File: src/rtl/baud_pkg.sv
package baud_pkg;

  localparam int PCW   = 4;  // post-divider counter width (largest modulus 16)
  localparam int SPB_W = 5;  // samples-per-bit output width

  typedef enum logic [1:0] {
    MODE_NORM = 2'd0,
    MODE_DBL  = 2'd1,
    MODE_SYNC = 2'd2
  } rate_mode_e;

  // terminal count of the post-divider (modulus - 1)
  function automatic logic [PCW-1:0] post_last(input rate_mode_e m);
    case (m)
      MODE_DBL:  post_last = PCW'(7);
      MODE_SYNC: post_last = PCW'(1);
      default:   post_last = PCW'(15);
    endcase
  endfunction

  function automatic logic [SPB_W-1:0] spb_of(input rate_mode_e m);
    spb_of = (m == MODE_DBL) ? SPB_W'(8) : SPB_W'(16);
  endfunction

endpackage

File: src/rtl/baud_prescaler.sv
module baud_prescaler #(
  parameter int W = 12
) (
  input  logic         clk,
  input  logic         rst_n,
  input  logic         restart,
  input  logic [W-1:0] reload,
  output logic         tick
);

  logic [W-1:0] cnt_q, cnt_d;
  logic         cnt_en;

  always_comb begin
    tick   = 1'b0;
    cnt_en = 1'b1;
    cnt_d  = cnt_q;
    if (restart) begin
      cnt_d = reload;
    end else if (cnt_q == '0) begin
      tick  = 1'b1;
      cnt_d = reload;
    end else begin
      cnt_d = cnt_q - 1'b1;
    end
  end

  always_ff @(posedge clk or negedge rst_n) begin
    if (!rst_n)      cnt_q <= '0;
    else if (cnt_en) cnt_q <= cnt_d;
  end

endmodule

File: src/rtl/baud_postdiv.sv
module baud_postdiv #(
  parameter int CW = 4
) (
  input  logic          clk,
  input  logic          rst_n,
  input  logic          restart,
  input  logic          step,
  input  logic [CW-1:0] last,
  output logic          wrap
);

  logic [CW-1:0] cnt_q, cnt_d;
  logic          cnt_en;

  always_comb begin
    cnt_en = restart | step;
    wrap   = step & ~restart & (cnt_q == last);
    if (restart || wrap) cnt_d = '0;
    else                 cnt_d = cnt_q + 1'b1;
  end

  always_ff @(posedge clk or negedge rst_n) begin
    if (!rst_n)      cnt_q <= '0;
    else if (cnt_en) cnt_q <= cnt_d;
  end

endmodule

File: src/rtl/baud_sclk_gen.sv
module baud_sclk_gen (
  input  logic clk,
  input  logic rst_n,
  input  logic restart,
  input  logic active,
  input  logic step,
  output logic sclk
);

  logic sclk_q, sclk_d, sclk_en;

  always_comb begin
    sclk_en = restart | ~active | step;
    if (restart || !active) sclk_d = 1'b0;
    else                    sclk_d = ~sclk_q;
  end

  always_ff @(posedge clk or negedge rst_n) begin
    if (!rst_n)       sclk_q <= 1'b0;
    else if (sclk_en) sclk_q <= sclk_d;
  end

  assign sclk = sclk_q;

endmodule

File: src/rtl/baud_clkgen.sv
module baud_clkgen
  import baud_pkg::*;
#(
  parameter int DIV_W = 12
) (
  input  logic             clk,
  input  logic             rst_n,
  input  logic [DIV_W-1:0] div_val,
  input  logic             dbl_speed,
  input  logic             sync_mode,
  output logic             os_tick,
  output logic             tx_tick,
  output logic             sclk,
  output logic [SPB_W-1:0] samples_per_bit
);

  rate_mode_e       mode_now, mode_q;
  logic [DIV_W-1:0] div_q;
  logic             run_q;
  logic             restart;
  logic             pre_tick;

  // effective mode: double speed only counts outside synchronous mode
  always_comb begin
    if (sync_mode)      mode_now = MODE_SYNC;
    else if (dbl_speed) mode_now = MODE_DBL;
    else                mode_now = MODE_NORM;
  end

  assign restart = ~run_q | (div_val != div_q) | (mode_now != mode_q);

  always_ff @(posedge clk or negedge rst_n) begin
    if (!rst_n) begin
      run_q  <= 1'b0;
      div_q  <= '0;
      mode_q <= MODE_NORM;
    end else begin
      run_q  <= 1'b1;
      div_q  <= div_val;
      mode_q <= mode_now;
    end
  end

  baud_prescaler #(.W(DIV_W)) u_pre (
    .clk     (clk),
    .rst_n   (rst_n),
    .restart (restart),
    .reload  (div_val),
    .tick    (pre_tick)
  );

  baud_postdiv #(.CW(PCW)) u_post (
    .clk     (clk),
    .rst_n   (rst_n),
    .restart (restart),
    .step    (pre_tick),
    .last    (post_last(mode_now)),
    .wrap    (tx_tick)
  );

  baud_sclk_gen u_sclk (
    .clk     (clk),
    .rst_n   (rst_n),
    .restart (restart),
    .active  (mode_now == MODE_SYNC),
    .step    (pre_tick),
    .sclk    (sclk)
  );

  assign os_tick         = pre_tick & (mode_now != MODE_SYNC);
  assign samples_per_bit = spb_of(mode_now);

endmodule

File: config.mk
export PLATFORM = sky130hd
export DESIGN_NAME = baud_clkgen
export DESIGN_NICKNAME = d
export VERILOG_FILES = /design/src/rtl/baud_pkg.sv /design/src/rtl/baud_prescaler.sv /design/src/rtl/baud_postdiv.sv /design/src/rtl/baud_sclk_gen.sv /design/src/rtl/baud_clkgen.sv
export SDC_FILE = /design/constraint.sdc
export NUM_CORES = 1
export LEC_CHECK = 0
export ABC_AREA = 1
export BUFFER_PORTS_ARGS = -buffer_cell sky130_fd_sc_hd__clkbuf_2
export CAP_MARGIN = 20
export CORE_MARGIN = 1.5
export CORE_UTILIZATION = 45
export DETAILED_ROUTE_END_ITERATION = 6
export SETUP_SLACK_MARGIN = 0.3
export SYNTH_ARGS = -nofsm -noshare
export SYNTH_HDL_FRONTEND = slang
export SYNTH_SLANG_ARGS = --single-unit
export TNS_END_PERCENT = 1
File: constraint.sdc
create_clock -name clk -period 2.8 [get_ports clk]
set_clock_uncertainty 0.15 [all_clocks]
set_input_delay 0.56 -clock clk [delete_from_list [all_inputs] [get_ports clk]]
set_output_delay 0.56 -clock clk [all_outputs]
set_load 0.005 [all_outputs]
==> flow_summary.yaml <==
synth:
  synth-xor-area-share: 0.04798
  syn-instance-count: 243
  ys_ff_latch: 32
  synth_area_sq_um: 1826
  synth_mux_area_frac: 0
  yosys_warnings: 0
  synth.yosys.seq_area_share: 0.4387
  synth-simple-area-share: 0.3269
  syn_area_per_cell_sq_um: 7.512
  synth_top_family_by_area: "simple AND/OR/NAND/NOR gates"
  synth.distinct_cells: 29
  synth_compound_area_frac: 0.06374
  synth_adder_area_share: 0.01371
outcome:
  status: "finished clean"
clock_network:
  root_buffer: "clkbuf_8"
  tritoncts: "built"
  htreeDepth: 2
  clk_pin_slew_ns: 0.06
  clockBufferDepth: 2
  cts.sinks: 32
  numCtsBuffers: 5
  clk_latency_ns: 0.28
hold_path:
  min_path_type: "primary input to async pin"
layout:
  area_growth_pct: 15.83
  multi_input_area_sq_um: 883.3
  layout-drive-gt1-share: 0.2022
  fin_cells: 320
  nNetsFinal: 289
  antenna-diode-count: 0
  seqCellArea_sq_um: 800.8
  fill_cells: 371
  stdcell_area_sq_um: 2115
flow_run:
  max-cap-violations: 0
grt:
  antenna_found_initial: 0
  grt_pass1_wl_microns: 6058
  track_usage: 0.1871
  grt_max_degree: 33
  grt_overflow_total: 0
  grt_pass1_vias: 1418
critical_path:
  end_kind: "output pin"
  worstPathMaxFanout: 6
  worstPathArrival_ns: 1.69
  slowest_delay_ns: 0.16
  crit_type: "primary input to output pin"
  critPathRequiredTime_ns: 2.09
  start_kind: "primary input"
  crit_path_frequent_cell: "nand2_1"
  crit_slowest_cell: "nor2_4"
  path_cells: "clkbuf_2 > nor2_4 > nand2_1 > nand2_1 > nand2_2 > nor2_4 > nand2_1 > nor3_2 > clkbuf_2"
floorplan:
  start_util: 0.4841
  pin_count: 24
  rows: 22
  die_h_microns: 66.69
  dieArea_sq_um: 4448
  die_x_microns: 66.69
  coreArea_sq_um: 3771
route:
  vias: 1450
  drt_iter0_drc: 57
  postRouteAntennaNets: 0
  avgRoutedWirePerCell_microns: 11.08
  drtPass1Iterations: 4
  viasPerCell: 4.531
  routed_wirelength_microns: 3546
  drc: 0
timing:
  period_share: 0.8577
  max_clock_freq_ghz: 0.4164
  rsz0062_at_grt: "true"
  worst_pin_slew_ns: 0.8197
  slew_violations: 0
  fin_ws_ns: 0.3984
  setup_violations: 0
  fin_crit_ns: 2.402
  tns_ns: 0
  timing.slew.headroom: 0.4535
  final_hold_viol_count: 0
power:
  leakage_nw: 1.139
  powerDensity_nw_per_um2: 461.5
  irDropWorstVdd_mv: 0.2970
place:
  place_area_sq_um: 1959
  dp_hpwl_microns: 2590
  port_buffers: 20
  placed_cells: 309
  gp_congestion: 0.7454
  dp_slack_ns: 0.3261
layer usage:
metal,vias to the layer above,share of wire,track usage
met5,-,0,0
met4,0,0.017,0.06888
met3,8,0.042,0.04054
met2,29,0.43,0.2950
met1,637,0.51,0.2522
li1,776,-,-
worst paths after layout:
check	from	endpoint	slack, ns	depth (start not counted)
worst max-delay path	sync_mode	tx_tick	0.40	9
worst min-delay path	rst_n	u_pre.cnt_q[9]$_DFF_PN0_	0.21	1
worst max register to register	u_pre.cnt_q[0]$_DFF_PN0_	u_pre.cnt_q[5]$_DFF_PN0_	0.92	10
worst min register to register	u_pre.cnt_q[0]$_DFF_PN0_	u_pre.cnt_q[0]$_DFF_PN0_	0.33	1
max in group asynchronous	rst_n	div_q[3]$_DFF_PN0_	1.77	1
min in group clk	div_val[3]	div_q[3]$_DFF_PN0_	0.25	1
per-stage QoR:
step / power [mW] / util / hold WS [ns]
global route: 1.023 / 0.5607 / 0.2477
detailed placement: 0.6160 / 0.5196 / 0.3052
global placement: 0.6157 / 0.5196 / 0.3017
floorplan: 0.5756 / - / 0.1144
finish: 0.9759 / 0.5607 / 0.2130
CTS: 0.9808 / 0.5534 / 0.2389
flip-flops by register name, summed over array words and instances (netlist names):
name / flops
div_q: 12
u_post.cnt_q: 4
u_pre.cnt_q: 12
run_q: 1
mode_q: 2
u_sclk.sclk: 1
where the power goes:
group / leakage, nW / switching [mW] / internal (mW) / total [mW]
logic: 0.707 / 0.0745 / 0.0429 / 0.117
clock network: 0.0455 / 0.163 / 0.200 / 0.363
registers: 0.386 / 0.0128 / 0.482 / 0.495
total: 1.14 / 0.250 / 0.726 / 0.976
logic make-up after synthesis:
family                     after synthesis
DFF                                     32
and+or+nand+nor                        133
buffers and inverters                   46
adders and majority gates                2
AOI/OAI and AO/OA                       18
xor gates and xnor gates                10
other                                    2
cell usage in the layout (no fill, tap or decap), drive strengths merged:
cell	synthesis	final
a21oi	1	1
buf	4	3
clkbuf	0	28
conb	2	4
dfrtp	32	32
ha	2	2
inv	42	42
nand2	78	78
nand3	7	7
nand3b	1	1
nand4	3	3
nor2	41	41
nor3	1	1
nor4	1	1
o21ai	16	16
o22ai	1	1
or2	1	1
xnor2	7	7
xor2	3	3
what timing repair did:
item / 4_1_cts / 5_1_grt
endpoints found under the setup margin: 2 / 2
setup buffers: 3 / 0
hold buffers: 0 / 0
hold endpoints to repair: 0 / 0
pin swaps: 1 / 0
gates resized for setup: 3 / 7
worst max-delay path, delay by kind of cell:
kind                   cells  cell delay [ns]
and+or+nand+nor            7             0.83
buffers and inverters      2             0.29
final cells by class:
| cell class | count | share of cell area |
|---|---|---|
| multi-input combinational | 167 | 0.4178 |
| timing repair buffer | 23 | 0.05799 |
| clock buffer | 8 | 0.04260 |
| inverter | 42 | 0.07456 |
| sequential | 32 | 0.3787 |
| tap | 48 | 0.02840 |
synthesized netlist by cell type:
cell | number | area, sq um
nor2_8 | 1 | 20.02
buf_6 | 1 | 11.26
nand2_4 | 1 | 11.26
nor2_2 | 2 | 12.51
nor2_1 | 36 | 135.1
o21ai_0 | 10 | 50.05
xor2_1 | 3 | 26.28
o22ai_2 | 1 | 12.51
inv_1 | 40 | 150.1
nand2_1 | 75 | 281.5
xnor2_1 | 7 | 61.31
conb_1 | 2 | 7.510
or2_1 | 1 | 6.260
nor4_1 | 1 | 6.260
nand4_1 | 3 | 18.77
nor3_1 | 1 | 5.000
o21ai_1 | 1 | 5.000
nand3_1 | 4 | 20.02
ha_1 | 2 | 25.02
nand3_4 | 1 | 17.52
nand3b_1 | 1 | 7.510
nand2_2 | 2 | 12.51
buf_4 | 3 | 22.52
dfrtp_1 | 32 | 800.8
inv_2 | 2 | 7.510
nor2_4 | 2 | 22.52
o21ai_2 | 5 | 43.79
a21oi_1 | 1 | 5.000
nand3_2 | 2 | 20.02
Note: power is estimated with default switching activity, not from simulation.
